### src/rtl/uart_cts_pkg.sv
package uart_cts_pkg;
  typedef enum logic {
    TX_IDLE = 1'b0,
    TX_SEND = 1'b1
  } tx_state_e;
endpackage

### src/rtl/uart_cts_sync.sv
// Synchronizes the asynchronous flow-control input and keeps a sticky
// record of every transition of the synchronized level.
module uart_cts_sync #(
  parameter int STAGES = 2
) (
  input  logic clk,
  input  logic rst_n,
  input  logic cts_n,
  input  logic clr_chg,
  output logic cts_lvl,
  output logic cts_chg
);
  localparam int CW = STAGES + 1;

  logic [CW-1:0] chain;
  logic          toggled;

  // Deasserted (1) is the safe reset value for every stage.
  always_ff @(posedge clk or negedge rst_n) begin
    if (!rst_n) chain <= '1;
    else        chain <= {chain[CW-2:0], cts_n};
  end

  assign cts_lvl = chain[STAGES-1];
  assign toggled = chain[STAGES-1] ^ chain[STAGES];

  // A new transition outranks a clear arriving on the same edge.
  always_ff @(posedge clk or negedge rst_n) begin
    if (!rst_n) cts_chg <= 1'b0;
    else        cts_chg <= toggled | (cts_chg & ~clr_chg);
  end
endmodule

### src/rtl/uart_cts_hold.sv
// Single-entry holding register with a valid/ready input side.
module uart_cts_hold #(
  parameter int W = 8
) (
  input  logic         clk,
  input  logic         rst_n,
  input  logic         in_valid,
  output logic         in_ready,
  input  logic [W-1:0] in_data,
  input  logic         take,
  output logic         full,
  output logic [W-1:0] data
);
  always_ff @(posedge clk or negedge rst_n) begin
    if (!rst_n) begin
      full <= 1'b0;
      data <= '0;
    end else if (in_valid && !full) begin
      full <= 1'b1;
      data <= in_data;
    end else if (take) begin
      full <= 1'b0;
    end
  end

  assign in_ready = !full;
endmodule

### src/rtl/uart_cts_shift.sv
// Bit timer, frame shifter and start gating.
module uart_cts_shift
  import uart_cts_pkg::*;
#(
  parameter int W            = 8,
  parameter int CLKS_PER_BIT = 16,
  parameter int CTS_LEAD     = 3
) (
  input  logic         clk,
  input  logic         rst_n,
  input  logic         hold_full,
  input  logic [W-1:0] hold_data,
  input  logic         cts_lvl,
  output logic         take,
  output logic         tx,
  output logic         busy
);
  localparam int NBITS = W + 2;
  localparam int CW    = (CLKS_PER_BIT > 1) ? $clog2(CLKS_PER_BIT) : 1;
  localparam int BW    = $clog2(NBITS);
  localparam logic [CW-1:0] CNT_LAST = CW'(CLKS_PER_BIT - 1);
  localparam logic [CW-1:0] CNT_SAMP = CW'(CLKS_PER_BIT - CTS_LEAD);
  localparam logic [BW-1:0] BIT_STOP = BW'(NBITS - 1);

  tx_state_e     state;
  logic [CW-1:0] cnt;
  logic [BW-1:0] bidx;
  logic [W:0]    rest;     // remaining data bits plus the stop bit
  logic          cts_ok;   // start permission captured near the end of the stop bit
  logic          bit_end;
  logic          frame_end;
  logic          start_idle;
  logic          start_b2b;

  assign bit_end    = (state == TX_SEND) && (cnt == CNT_LAST);
  assign frame_end  = bit_end && (bidx == BIT_STOP);
  assign start_idle = (state == TX_IDLE) && hold_full && !cts_lvl;
  assign start_b2b  = frame_end && hold_full && cts_ok;
  assign take       = start_idle || start_b2b;

  always_ff @(posedge clk or negedge rst_n) begin
    if (!rst_n) begin
      state <= TX_IDLE;
      cnt   <= '0;
      bidx  <= '0;
      rest  <= '1;
      tx    <= 1'b1;
    end else if (take) begin
      state <= TX_SEND;
      cnt   <= '0;
      bidx  <= '0;
      rest  <= {1'b1, hold_data};
      tx    <= 1'b0;
    end else if (frame_end) begin
      state <= TX_IDLE;
      cnt   <= '0;
      bidx  <= '0;
      tx    <= 1'b1;
    end else if (bit_end) begin
      cnt   <= '0;
      bidx  <= bidx + 1'b1;
      tx    <= rest[0];
      rest  <= {1'b1, rest[W:1]};
    end else if (state == TX_SEND) begin
      cnt   <= cnt + 1'b1;
    end
  end

  // One capture per frame, CTS_LEAD clocks before the stop bit ends.
  always_ff @(posedge clk or negedge rst_n) begin
    if (!rst_n) cts_ok <= 1'b0;
    else if ((state == TX_SEND) && (bidx == BIT_STOP) && (cnt == CNT_SAMP))
      cts_ok <= !cts_lvl;
  end

  assign busy = (state == TX_SEND);
endmodule

### src/rtl/uart_cts_tx.sv
// Top level: flow-gated serial transmitter. CLKS_PER_BIT must exceed CTS_LEAD.
module uart_cts_tx #(
  parameter int DATA_W       = 8,
  parameter int CLKS_PER_BIT = 16,
  parameter int CTS_LEAD     = 3,
  parameter int SYNC_STAGES  = 2
) (
  input  logic              clk,
  input  logic              rst_n,
  input  logic              in_valid,
  output logic              in_ready,
  input  logic [DATA_W-1:0] in_data,
  input  logic              cts_n,
  input  logic              clr_chg,
  output logic              tx,
  output logic              busy,
  output logic              cts_chg
);
  logic              cts_lvl;
  logic              take;
  logic              hold_full;
  logic [DATA_W-1:0] hold_data;

  uart_cts_sync #(.STAGES(SYNC_STAGES)) u_sync (
    .clk     (clk),
    .rst_n   (rst_n),
    .cts_n   (cts_n),
    .clr_chg (clr_chg),
    .cts_lvl (cts_lvl),
    .cts_chg (cts_chg)
  );

  uart_cts_hold #(.W(DATA_W)) u_hold (
    .clk      (clk),
    .rst_n    (rst_n),
    .in_valid (in_valid),
    .in_ready (in_ready),
    .in_data  (in_data),
    .take     (take),
    .full     (hold_full),
    .data     (hold_data)
  );

  uart_cts_shift #(
    .W            (DATA_W),
    .CLKS_PER_BIT (CLKS_PER_BIT),
    .CTS_LEAD     (CTS_LEAD)
  ) u_shift (
    .clk       (clk),
    .rst_n     (rst_n),
    .hold_full (hold_full),
    .hold_data (hold_data),
    .cts_lvl   (cts_lvl),
    .take      (take),
    .tx        (tx),
    .busy      (busy)
  );
endmodule

### config.mk
export PLATFORM = sky130hd
export DESIGN_NAME = uart_cts_tx
export DESIGN_NICKNAME = d
export VERILOG_FILES = /design/src/rtl/uart_cts_pkg.sv /design/src/rtl/uart_cts_sync.sv /design/src/rtl/uart_cts_hold.sv /design/src/rtl/uart_cts_shift.sv /design/src/rtl/uart_cts_tx.sv
export SDC_FILE = /design/constraint.sdc
export NUM_CORES = 1
export LEC_CHECK = 0
export ABC_AREA = 0
export ABC_CLOCK_PERIOD_IN_PS = 2500
export BUFFER_PORTS_ARGS = -buffer_cell sky130_fd_sc_hd__buf_2
export CAP_MARGIN = 30
export CORE_MARGIN = 1
export CORE_UTILIZATION = 60
export DETAILED_ROUTE_END_ITERATION = 12
export GPL_ROUTABILITY_DRIVEN = 0
export GPL_TIMING_DRIVEN = 1
export PLACE_DENSITY = 0.84
export SETUP_SLACK_MARGIN = 0.4
export SYNTH_ARGS = -nofsm -noshare
export SYNTH_HDL_FRONTEND = slang
export SYNTH_SLANG_ARGS = --single-unit
### constraint.sdc
create_clock -name clk -period 2.5 [get_ports clk]
set_clock_uncertainty 0.1 [all_clocks]
set_input_delay 0.375 -clock clk [delete_from_list [all_inputs] [get_ports clk]]
set_output_delay 0.375 -clock clk [all_outputs]
set_load 0.02 [all_outputs]
-- Word level (Yosys, flattened, before mapping)
Index checks and enable logic that the tools add are counted.
- flip-flop bits (word level): 33
- latch bits: 0
- RAM bits: 0
- memory bits (read-only): 0
- input bits: 13
- output and inout port bits: 4
- logic and storage cells: 56
- memories kept: 0
- add/sub/neg operators: 2
- multipliers: 0
- div/mod/pow operators: 0
- order comparisons: 0
- equality and inequality tests: 4
- shift operators: 0
- mux-type cells: 17
- bitwise logic cells: 5
- reductions and logical operators: 18
- operators with widths (cell ; count):
    $mux 4 ; 7
    $mux 9 ; 3
    $eq 4x4->1 const B ; 3
    $logic_and 1x1->1 ; 9
    $add 4x1->4 const B ; 2
    $mux 1 ; 7
    $reduce_bool 2->1 ; 3
    $reduce_bool 4->1 ; 1
    $reduce_bool 3->1 ; 1
    $logic_not 1->1 ; 2
    $ne 2x2->1 const B ; 1
    $not 1->1 ; 2
    $reduce_and 2->1 ; 1
    $and 1x1->1 ; 1
    $logic_or 1x1->1 ; 1
    $or 1x1->1 ; 1
    $xor 1x1->1 ; 1

-- Longest topological paths before layout
Gate-level depths: netlist (run 1).
- depth after elaboration: 8
- gate-level depth with buffers: 7
- mapped depth without buffers: 6

-- Hierarchy
From an unflattened synthesis (run 1), not the netlist that was laid out.
- cells, all modules: 118
- area total of the unflattened synthesis: 1530.2 um2
- by module, submodules not included (module ; times used ; cells each ; area an instance (um2) ; sequential area each (um2)):
    uart_cts_shift ; 1 ; 90 ; 1034.7 ; 486.7
    uart_cts_hold ; 1 ; 21 ; 374.1 ; 225.2
    uart_cts_sync ; 1 ; 7 ; 121.4 ; 103.8

-- Worst setup path before layout (run 1)
OpenSTA, ideal clock, no wires.
- kind: reg-to-reg
- from: reg u_shift.cnt[0]
- to: reg u_shift.rest[5]
- setup time: 0.079 ns
- arrival: 1.411 ns
- data required time: 2.321 ns
- slack: 0.910 ns
- stages on the path, launching flop included: 7
- path buffers: 1
- period minus slack after synthesis: 1.590 ns
- cells stage by stage: dfrtp_1 ha_1 nand4_4 o31ai_4 buf_6 nand2_1 o21ai_0
- longest elaborated chain between the ends: 8
- elaborated cells between the ends (all ways): 10
- classes of those cells: eq/ne (2); mux (1); reduce/logical (7)
- ends and longest elaborated chain (element ; RTL line ; RTL):
    start: declaration ; uart_cts_shift.sv:26 ; logic [CW-1:0] cnt;
    start signal: assignment ; uart_cts_shift.sv:65 ; cnt <= cnt + 1'b1;
    $eq 4x4->1 * ; uart_cts_shift.sv:35 ; assign bit_end = (state == TX_SEND) && (cnt == CNT_LAST);
    $logic_and 1x1->1 * ; uart_cts_shift.sv:35 ;
    $logic_and 1x1->1 ; uart_cts_shift.sv:36 ; assign frame_end = bit_end && (bidx == BIT_STOP);
    $logic_and 1x1->1 (2 in a row) ; uart_cts_shift.sv:38 ; assign start_b2b = frame_end && hold_full && cts_ok;
    $logic_or 1x1->1 ; uart_cts_shift.sv:39 ; assign take = start_idle || start_b2b;
    $ne 2x2->1 (no source line) / $reduce_bool 2->1 (equally long branches) ; n/a ;
    $reduce_and 2->1 (no source line) ; n/a ;
    end signal: assignment ; uart_cts_shift.sv:52 ; rest <= {1'b1, hold_data};
    end signal: assignment ; uart_cts_shift.sv:63 ; rest <= {1'b1, rest[W:1]};
    end: declaration ; uart_cts_shift.sv:28 ; logic [W:0] rest;
Every way passes the cells marked *; elsewhere a longest branch is shown, timed or not.
A chain may end at the register's enable or synchronous reset.

-- Worst setup path in the final report (run 1)
- from: reg u_shift.cnt[0]
- to: reg u_shift.rest[6]
Same word-level chain as after synthesis.

==> impl_metrics.env, run 1 <==
export IMPL_clock_latency_ns=0.34
export IMPL_worst_pin_slew_ns=0.697
export IMPL_n_fill_cell=168
export IMPL_die_h_um=51.6
export IMPL_vias=1037
export IMPL_slew_viol_final=0
export IMPL_ioPinCount=17
export IMPL_via_per_inst=5.76
export IMPL_wirelength_um=2690
export IMPL_track_usage=0.247
export IMPL_ir_drop_v=0.000596
export IMPL_grt_pass1_wl_um=4710
export IMPL_critPathMaxStageDelay_ns=0.45
export IMPL_ctsResizeCount=0
export IMPL_synth_cells=129
export IMPL_total_power_w=0.00163
export IMPL_synth_avg_cell_area_um2=11.4
export IMPL_grt_pass1_vias=1001
export IMPL_core_area_mm2=0.00228
export IMPL_critPathLaunchType="flip-flop"
export IMPL_dr_pass1_iters=4
export IMPL_clockBufferDepth=2
export IMPL_antenna_cells=0
export IMPL_antenna_found_initial=0
export IMPL_cts_root_buf="clkbuf_4"
export IMPL_synthToLayoutAreaGrowth_pct=10.9
export IMPL_cp_slowest_cell="dfrtp_1"
export IMPL_synth_cell_area_mm2=0.00148
export IMPL_drive_above_1_share=0.322
export IMPL_final_nets=168
export IMPL_dp_hpwl_um=1940
export IMPL_drtIter0Drc=29
export IMPL_rows=17
export IMPL_cp_arrival_ns=2.03
export IMPL_ant_nets=0
export IMPL_htreeDepth=2
export IMPL_layout_common_cells="20 x dfrtp_1, 16 x nand2_1, 16 x buf_2"
export IMPL_regArea_um2=816
export IMPL_drc_errors=0
export IMPL_multiInputGateArea_um2=601
export IMPL_crit_type="flip-flop to flip-flop"
export IMPL_numCtsBuffers=5
export IMPL_p_per_area_mw_per_mm2=996
export IMPL_cts_sinks=32
export IMPL_portBuffers=16
export IMPL_hold_viol=0
export IMPL_final_period_utilization=0.758
export IMPL_synth_cell_types=31
export IMPL_cp_max_fo=8
export IMPL_ys_seq_area_frac=0.553
export IMPL_grt_start_max_net_pins=33
export IMPL_wl_per_cell_um=14.9
export IMPL_endpoint_kind="flip-flop"
export IMPL_cts_tree="yes"
export IMPL_synth_seq_cells=32
export IMPL_maxCapViolCount=0
export IMPL_cp_data_required_time_ns=2.64
export IMPL_path_cells="ha_1, and4_1, nand2_2, mux2i_1, o21ai_0"
export IMPL_initial_utilization=0.649
export IMPL_cts_clk_slew_worst_paths_ns=0.09
export IMPL_rsz0062_at_grt="false"
export IMPL_yosys_warnings=0
export IMPL_setup_viol=0
export IMPL_hp_class="primary input to flip-flop"
export IMPL_finalSetupTns_ns=0
export IMPL_slew_headroom=0.534
export IMPL_status="completed"
export IMPL_die_area_mm2=0.00266
export IMPL_die_x_um=51.6
export IMPL_syn_nets=146
export IMPL_max_freq_mhz=527
export IMPL_final_common_cell="dfrtp_1"
export IMPL_overflow=0
export IMPL_layout_min_cycle_time_ns=1.90
export IMPL_leakagePower_nw=0.755
Yosys cell counts:
cell      instances  area (um^2)
and3b_1           1         8.76
nand3_1           1         5.00
nor3_1            3         15.0
buf_4             1         7.51
buf_6             3         33.8
nor2_1           13         48.8
or3b_4            1         11.3
clkbuf_1          1         3.75
mux2i_1           8         80.1
xnor2_1           1         8.76
xor2_1            1         8.76
nand2_1          16         60.1
dfrtp_1          20          500
a21o_1            1         7.51
o31ai_4           1         21.3
dfstp_2          12          315
and4_1            1         8.76
nand4_4           1         21.3
or3_1             3         18.8
inv_1             4         15.0
o21ai_0          10         50.1
mux2_2            8         90.1
ha_1              4         50.1
o32ai_1           1         8.76
nand3b_1          1         7.51
a221o_1           1         10.0
nand2b_1          1         6.26
nand2_2           1         6.26
o22ai_1           1         6.26
nor2b_1           1         6.26
a21oi_1           7         35.0
worst max-delay path, delay by kind of cell, from the launching register on:
kind	cells	cell delay, ns
fa+ha+maj	1	0.28
compound gates	1	0.20
flops	1	0.45
mux	1	0.16
simple gates	2	0.60
path summary, 6_finish.rpt:
path,startpoint,end,slack (ns),depth (start not counted)
min in group asynchronous,rst_n,u_shift.cts_ok$_DFFE_PN0P_,0.50,2
max reg2reg,u_shift.cnt[0]$_DFFE_PN0P_,u_shift.rest[6]$_DFFE_PN1P_,0.60,5
min,cts_n,u_sync.chain[0]$_DFF_PN1_,0.04,1
max,u_shift.cnt[0]$_DFFE_PN0P_,u_shift.rest[6]$_DFFE_PN1P_,0.60,5
max in group asynchronous,rst_n,u_sync.cts_chg$_DFF_PN0_,1.34,2
min reg2reg,u_sync.chain[0]$_DFF_PN1_,u_sync.chain[1]$_DFF_PN1_,0.26,0
registers in the layout, indices dropped and copies added (netlist names):
name,count
u_hold.data,8
u_hold.full,1
u_shift.bidx,4
u_shift.busy,1
u_shift.cnt,4
u_shift.cts_ok,1
u_shift.rest,8
u_shift.tx,1
u_sync.chain,3
u_sync.cts_chg,1
kinds of logic (layout without fill, tap and decap cells):
logic type | Yosys count | after routing | share of synthesized area
AOI/OAI and AO/OA | 22 | 22 | 0.0941
xor gates and xnor gates | 2 | 2 | 0.0119
adders and majority gates | 4 | 4 | 0.0339
buffers and inverters | 9 | 32 | 0.0407
DFF | 32 | 32 | 0.553
muxes | 16 | 16 | 0.115
and+or+nand+nor | 44 | 44 | 0.152
cell type report:
class,count,share of cell area
multi-input combinational,88,0.367
tap,28,0.0214
timing repair buffer,20,0.0688
clock buffer,8,0.0359
sequential,32,0.498
inverter,4,0.00917
power by group:
part           internal [W]  switching (W)
registers          0.000751       0.000156
logic              0.000208       0.000210
clock network      0.000139       0.000168
total               0.00110       0.000534
layer usage:
metal,routed length (um),track usage,share of wire
met1,1130,0.310,0.42
met3,129,0.0614,0.048
met4,42,0.0946,0.016
met5,0,0,0
met2,1390,0.411,0.52
through the flow:
step	utilization	area (um^2)	hold WS, ns	instances	worst slack (ns)
3_5_place_dp	0.683	1550	0.247	169	0.554
6_report	0.720	1640	0.0447	180	0.604
3_3_place_gp	0.683	1550	0.248	169	0.669
4_1_cts	0.713	1620	0.0343	178	0.554
2_1_floorplan	-	1480	-0.0206	129	0.910
5_1_grt	0.720	1640	0.0308	180	0.483
repair_timing:
action	CTS	global route
hold endpoints to repair	20	0
setup endpoints to repair	0	3
buffers inserted	0	2
hold buffers	1	0
No activity file was read; power rests on OpenSTA's default activity.
==> inputs of run 2 (changes only) <==
--- a/config.mk
+++ b/config.mk
@@ -5,16 +5,16 @@
 export SDC_FILE = /design/constraint.sdc
 export NUM_CORES = 1
 export LEC_CHECK = 0
-export ABC_AREA = 0
-export ABC_CLOCK_PERIOD_IN_PS = 2500
+export ABC_AREA = 1
+export ABC_CLOCK_PERIOD_IN_PS = 1700
 export BUFFER_PORTS_ARGS = -buffer_cell sky130_fd_sc_hd__buf_2
 export CAP_MARGIN = 30
 export CORE_MARGIN = 1
-export CORE_UTILIZATION = 60
+export CORE_UTILIZATION = 52
 export DETAILED_ROUTE_END_ITERATION = 12
 export GPL_ROUTABILITY_DRIVEN = 0
 export GPL_TIMING_DRIVEN = 1
-export PLACE_DENSITY = 0.84
+export PLACE_DENSITY = 0.77
 export SETUP_SLACK_MARGIN = 0.4
 export SYNTH_ARGS = -nofsm -noshare
 export SYNTH_HDL_FRONTEND = slang
==> constraint.sdc (replaced) <==
create_clock -name clk -period 1.7 [get_ports clk]
set_clock_uncertainty 0.1 [all_clocks]
set_input_delay 0.255 -clock clk [delete_from_list [all_inputs] [get_ports clk]]
set_output_delay 0.255 -clock clk [all_outputs]
set_load 0.02 [all_outputs]
==> impl_metrics.env, run 2 <==
export IMPL_critPathLaunchType="flip-flop"
export IMPL_htreeDepth=2
export IMPL_track_usage=0.222
export IMPL_dr_pass1_iters=4
export IMPL_die_h_um=58.1
export IMPL_layout_min_cycle_time_ns=1.55
export IMPL_overflow=0
export IMPL_die_area_mm2=0.00338
export IMPL_setup_viol=0
export IMPL_synth_area_leaders="dfrtp_1 31%, dfstp_2 19%, nand2_1 9.9%"
export IMPL_cts_sinks=32
export IMPL_yosys_warnings=0
export IMPL_wl_per_cell_um=13.1
export IMPL_cp_arrival_ns=1.68
export IMPL_ys_seq_area_frac=0.498
export IMPL_total_power_w=0.00146
export IMPL_antenna_found_initial=0
export IMPL_antenna_cells=0
export IMPL_hold_viol=0
export IMPL_slew_headroom=0.543
export IMPL_grt_start_max_net_pins=33
export IMPL_worstHoldStart="in_data[0]"
export IMPL_clockBufferDepth=2
export IMPL_cts_clk_slew_worst_paths_ns=0.10
export IMPL_cp_data_required_time_ns=1.83
export IMPL_die_x_um=58.1
export IMPL_synth_avg_cell_area_um2=8.95
export IMPL_n_fill_cell=209
export IMPL_clock_latency_ns=0.34
export IMPL_async_flop_share=1.00
export IMPL_ant_nets=0
export IMPL_finalSetupTns_ns=0
export IMPL_cts_root_buf="clkbuf_4"
export IMPL_slew_viol_final=0
export IMPL_via_per_inst=4.99
export IMPL_syn_nets=200
export IMPL_synth_flop_cell="dfrtp_1"
export IMPL_drtIter0Drc=50
export IMPL_yosysMostFrequentCell="nand2_1"
export IMPL_yosysTopAreaCellShare=0.306
export IMPL_final_nets=243
export IMPL_synthToLayoutAreaGrowth_pct=31.2
export IMPL_dp_hpwl_um=2190
export IMPL_hp_class="primary input to flip-flop"
export IMPL_cts_tree="yes"
export IMPL_initial_utilization=0.541
export IMPL_synth_cells=183
export IMPL_portBuffers=16
export IMPL_vias=1353
export IMPL_grt_pass1_wl_um=5580
export IMPL_yosysTopAreaCell="dfrtp_1"
export IMPL_rows=20
export IMPL_max_freq_mhz=645
export IMPL_leakagePower_nw=1.12
export IMPL_drive_above_1_share=0.471
export IMPL_reg_top3="u_hold.data x8, u_shift.rest x8"
export IMPL_synth_cell_area_mm2=0.00164
export IMPL_synth_common_cells="43 x nand2_1, 22 x inv_1, 20 x dfrtp_1"
export IMPL_synth_edf_count=0
export IMPL_status="completed"
export IMPL_drc_errors=0
export IMPL_synth_cell_types=29
export IMPL_core_area_mm2=0.00303
export IMPL_worst_pin_slew_ns=0.685
export IMPL_rsz0062_at_grt="true"
export IMPL_layout_common_cells="31 x nand2_1, 20 x inv_1, 19 x buf_4"
export IMPL_worst_hold_slack_ns=0.0485
export IMPL_ir_drop_v=0.000646
export IMPL_ioPinCount=17
export IMPL_maxCapViolCount=0
export IMPL_grt_pass1_vias=1268
export IMPL_cp_max_fo=7
export IMPL_wirelength_um=3560
export IMPL_r2r_start="u_shift.cnt[1]$_DFFE_PN0P_"
export IMPL_cp_startpoint="u_shift.cnt[1]$_DFFE_PN0P_"
export IMPL_numCtsBuffers=5
export IMPL_final_common_cell="nand2_1"
export IMPL_synth_seq_cells=32
export IMPL_crit_type="flip-flop to flip-flop"
export IMPL_p_per_area_mw_per_mm2=679
export IMPL_final_period_utilization=0.912
export IMPL_endpoint_kind="flip-flop"
-- run 2: cell types whose count changed in the layout (fill, tap and decap cells not counted), moves of 7 or more --
cell	before	now
o21ai_0	10	3
mux2i_1	8	0
mux2_2	8	1
nand2_1	16	31
nand3_1	1	10
nand2_4	0	11
buf_4	3	19
nand2_2	1	11
inv_1	4	20
-- run 2: area by class of cell --
cell class	instances	area [um^2]	area share
clock inverter	2	16.3	0.00757
multi-input combinational	122	798	0.371
inverter	25	93.8	0.0437
tap	44	55.1	0.0256
timing repair buffer	40	327	0.152
sequential	32	818	0.381
clock buffer	6	41.3	0.0192
-- run 2: cells by family (layout without fill, tap and decap cells) --
logic type,count (synthesis),in the layout,synth area share
buf+inv,30,73,0.0878
fa+ha+maj,4,4,0.0306
simple gates,93,94,0.286
xor+xnor,2,2,0.0107
flops,32,32,0.498
mux,1,1,0.00687
compound gates,21,21,0.0802
-- run 2: through the flow --
step | instance area, um^2 | util | setup WS [ns] | cells
finish | 2150 | 0.710 | 0.149 | 271
global route | 2150 | 0.710 | 0.0830 | 271
CTS | 1980 | 0.655 | 0.148 | 263
detailed placement | 1780 | 0.586 | 0.0493 | 243
global placement | 1780 | 0.586 | 0.118 | 243
floorplan | 1640 | - | 0.218 | 183
-- run 2: critical path: stages, from the launching register on --
cell and delay, ns:
dfrtp_1 0.38, ha_2 0.20, nand2_4 0.07, nor2_8 0.16, nand4_4 0.11, nand2_4 0.12
buf_6 0.14, nor2_1 0.05, nand2_1 0.06, nand2_1 0.05
-- run 2: where the power goes --
group / internal, W / switching [W] / leakage [nW]
registers: 0.000835 / 0.0000269 / 0.358
logic: 0.0000598 / 0.000102 / 0.732
clock network: 0.000164 / 0.000271 / 0.0284
-- run 2: timing repair --
item	4_1_cts	5_1_grt
hold buffers	2	0
pin swaps	8	13
setup buffers	9	7
cloned	1	1
setup endpoints to repair	23	26
resized for setup	18	21
hold endpoints to repair	21	0
-- run 2: worst paths after layout --
check	to	slack (ns)	cells after the start
max in group asynchronous	u_shift.busy$_DFFE_PN0P_	0.64	2
min in group asynchronous	u_hold.data[5]$_DFFE_PN0P_	0.38	2
worst max-delay path	u_shift.cnt[3]$_DFFE_PN0P_	0.15	9
worst max register to register	u_shift.cnt[3]$_DFFE_PN0P_	0.15	9
worst min-delay path	u_hold.data[0]$_DFFE_PN0P_	0.05	2
worst min register to register	u_sync.chain[1]$_DFF_PN1_	0.26	0
-- run 2: per-layer routing --
layer | vias up | routed length, um | part of all wire | global-route usage
li1 | 665 | - | - | -
met1 | 643 | 1470 | 0.41 | 0.256
met2 | 38 | 1890 | 0.53 | 0.397
met3 | 7 | 157 | 0.044 | 0.0625
met4 | 0 | 44 | 0.012 | 0.0714
met5 | - | 0 | 0 | 0
==> inputs of run 3 (changes only) <==
--- a/config.mk
+++ b/config.mk
@@ -18,4 +18,5 @@
 export SETUP_SLACK_MARGIN = 0.4
 export SYNTH_ARGS = -nofsm -noshare
 export SYNTH_HDL_FRONTEND = slang
+export SYNTH_HIERARCHICAL = 1
 export SYNTH_SLANG_ARGS = --single-unit
==> impl_metrics.env, run 3 <==
export IMPL_dr_pass1_iters=4
export IMPL_cp_max_fo=14
export IMPL_cts_clk_slew_worst_paths_ns=0.10
export IMPL_die_h_um=58.1
export IMPL_core_area_mm2=0.00303
export IMPL_htreeDepth=2
export IMPL_layout_common_cells="46 x nand2_1, 25 x nand3_1, 25 x inv_1"
export IMPL_cp_arrival_ns=1.65
export IMPL_min_path_cells=3
export IMPL_grt_pass1_vias=1308
export IMPL_numCtsBuffers=5
export IMPL_critPathLaunchType="flip-flop"
export IMPL_worstHoldStart="in_data[4]"
export IMPL_reg2reg_setup_slack_ns=0.18
export IMPL_grt_start_max_net_pins=16
export IMPL_status="completed"
export IMPL_track_usage=0.214
export IMPL_dp_hpwl_um=2040
export IMPL_synth_common_cells="51 x nand2_1, 26 x inv_1, 25 x nand3_1"
export IMPL_drc_errors=0
export IMPL_p_per_area_mw_per_mm2=709
export IMPL_syn_nets=205
export IMPL_ys_seq_area_frac=0.498
export IMPL_cp_data_required_time_ns=1.83
export IMPL_final_period_utilization=0.893
export IMPL_setup_viol=0
export IMPL_drive_above_1_share=0.354
export IMPL_endpoint_kind="flip-flop"
export IMPL_synth_cells=188
export IMPL_layout_min_cycle_time_ns=1.52
export IMPL_reg2reg_to="u_shift/cnt[1]$_DFFE_PN0P_"
export IMPL_die_area_mm2=0.00338
export IMPL_clockBufferDepth=2
export IMPL_setup_slack_ns=0.182
export IMPL_r2r_start="u_shift/bidx[1]$_DFFE_PN0P_"
export IMPL_yosysMostFrequentCell="nand2_1"
export IMPL_yosys_warnings=6
export IMPL_cp_slowest_cell="dfrtp_1"
export IMPL_ioPinCount=17
export IMPL_portBuffers=16
export IMPL_yosysTopAreaCell="dfrtp_1"
export IMPL_final_common_cell="nand2_1"
export IMPL_clock_latency_ns=0.33
export IMPL_ant_nets=0
export IMPL_maxCapViolCount=0
export IMPL_reg_top3="u_hold/data x8, u_shift/rest x8"
export IMPL_rows=20
export IMPL_reg2reg_depth=8
export IMPL_grt_pass1_wl_um=5300
export IMPL_rsz0062_at_grt="true"
export IMPL_ir_drop_v=0.000479
export IMPL_final_nets=245
export IMPL_synth_cell_types=27
export IMPL_via_per_inst=5.00
export IMPL_synth_area_leaders="dfrtp_1 31%, dfstp_2 19%, nand2_1 12%"
export IMPL_max_freq_mhz=659
export IMPL_antenna_cells=0
export IMPL_synth_edf_count=0
export IMPL_worst_pin_slew_ns=0.283
export IMPL_crit_buf_inv=2
export IMPL_worst_path_stages=8
export IMPL_vias=1365
export IMPL_synth_seq_cells=32
export IMPL_die_x_um=58.1
export IMPL_place_ws_ns=0.0778
export IMPL_holdPathEnd="u_hold/data[4]$_DFFE_PN0P_"
export IMPL_cts_tree="yes"
export IMPL_cpLargestDelayFamily="simple AND/OR/NAND/NOR gates"
export IMPL_finalSetupTns_ns=0
export IMPL_hp_class="primary input to flip-flop"
export IMPL_hold_viol=0
export IMPL_path_cells="inv_2, ha_4, nand2_4, nor2_4, nand4_4, nand2_8, buf_4, a21oi_2"
export IMPL_cts_root_buf="clkbuf_4"
export IMPL_slew_headroom=0.811
export IMPL_leakagePower_nw=1.10
export IMPL_overflow=0
export IMPL_drtIter0Drc=79
export IMPL_wl_per_cell_um=11.9
export IMPL_synth_cell_area_mm2=0.00164
export IMPL_antenna_found_initial=0
export IMPL_async_flop_share=1.00
export IMPL_wirelength_um=3240
export IMPL_yosysTopAreaCellShare=0.305
export IMPL_initial_utilization=0.541
export IMPL_synthToLayoutAreaGrowth_pct=27.3
export IMPL_crit_type="flip-flop to flip-flop"
export IMPL_slew_viol_final=0
export IMPL_n_fill_cell=238
export IMPL_critPathMaxStageDelay_ns=0.41
export IMPL_synth_avg_cell_area_um2=8.72
export IMPL_cts_sinks=32
export IMPL_synth_flop_cell="dfrtp_1"
==> run 3: worst min-delay path, delay by kind of cell <==
| kind | cells | cell delay, ns |
|---|---|---|
| buf+inv | 1 | 0.07 |
| simple gates | 2 | 0.12 |
==> run 3: what timing repair did <==
| action | in CTS | in global routing |
|---|---|---|
| pin swaps | 1 | 3 |
| resized for setup | 16 | 14 |
| endpoints found under the hold margin | 24 | 0 |
| endpoints found under the setup margin | 23 | 23 |
| hold buffers | 2 | 0 |
| setup buffers | 8 | 5 |
| gates cloned | 2 | 0 |
==> run 3: per-layer routing <==
metal,GRT usage,share of wire
met4,0.143,0.025
met3,0.0491,0.029
met5,0,0
met1,0.253,0.44
met2,0.346,0.51
==> run 3: area by class of cell <==
| type | count | area [um^2] | share of cell area |
|---|---|---|---|
| flip-flops and latches | 32 | 820 | 0.393 |
| multi-input cells | 126 | 785 | 0.376 |
| clock buffers | 8 | 58.8 | 0.0282 |
| well taps | 44 | 55.1 | 0.0264 |
| inverters | 27 | 106 | 0.0510 |
| repair buffers | 36 | 263 | 0.126 |
==> run 3: cell families (layout without fill, tap and decap cells) <==
| group | count (synthesis) | count (layout) | share of synthesized area |
|---|---|---|---|
| DFF | 32 | 32 | 0.498 |
| xor gates and xnor gates | 4 | 4 | 0.0214 |
| and+or+nand+nor | 107 | 109 | 0.325 |
| buffers and inverters | 32 | 71 | 0.0939 |
| adders and majority gates | 4 | 4 | 0.0305 |
| AOI/OAI and AO/OA | 9 | 9 | 0.0313 |
==> run 3: worst max path at each step <==
stage | from | to | slack (ns)
after floorplan | u_shift/bidx[1]$_DFFE_PN0P_ | u_shift/rest[0]$_DFFE_PN1P_ | 0.19
after global placement | u_shift/bidx[1]$_DFFE_PN0P_ | u_shift/cnt[0]$_DFFE_PN0P_ | 0.14
after detailed placement | u_shift/bidx[1]$_DFFE_PN0P_ | u_shift/cnt[0]$_DFFE_PN0P_ | 0.08
after CTS | u_shift/bidx[1]$_DFFE_PN0P_ | u_shift/rest[7]$_DFFE_PN1P_ | 0.19
after global routing | u_shift/bidx[1]$_DFFE_PN0P_ | u_shift/rest[0]$_DFFE_PN1P_ | 0.09
final | u_shift/bidx[1]$_DFFE_PN0P_ | u_shift/cnt[1]$_DFFE_PN0P_ | 0.18
==> run 3: stage by stage <==
step | instances | hold slack (ns) | cell area [um^2] | power [W] | util
2_1_floorplan | 188 | -0.141 | 1660 | 0.000979 | -
3_3_place_gp | 248 | 0.0234 | 1780 | 0.00102 | 0.588
3_5_place_dp | 248 | 0.0243 | 1780 | 0.00103 | 0.588
4_1_cts | 268 | 0.0426 | 1990 | 0.00150 | 0.657
5_1_grt | 273 | 0.0451 | 2090 | 0.00157 | 0.689
6_report | 273 | 0.0547 | 2090 | 0.00148 | 0.689
==> run 3: where the power goes <==
group | internal, W | total, W | switching, W
Clock | 0.000204 | 0.000450 | 0.000246
Combinational | 0.0000636 | 0.000159 | 0.0000954
Sequential | 0.000835 | 0.000871 | 0.0000356
Total | 0.00110 | 0.00148 | 0.000377
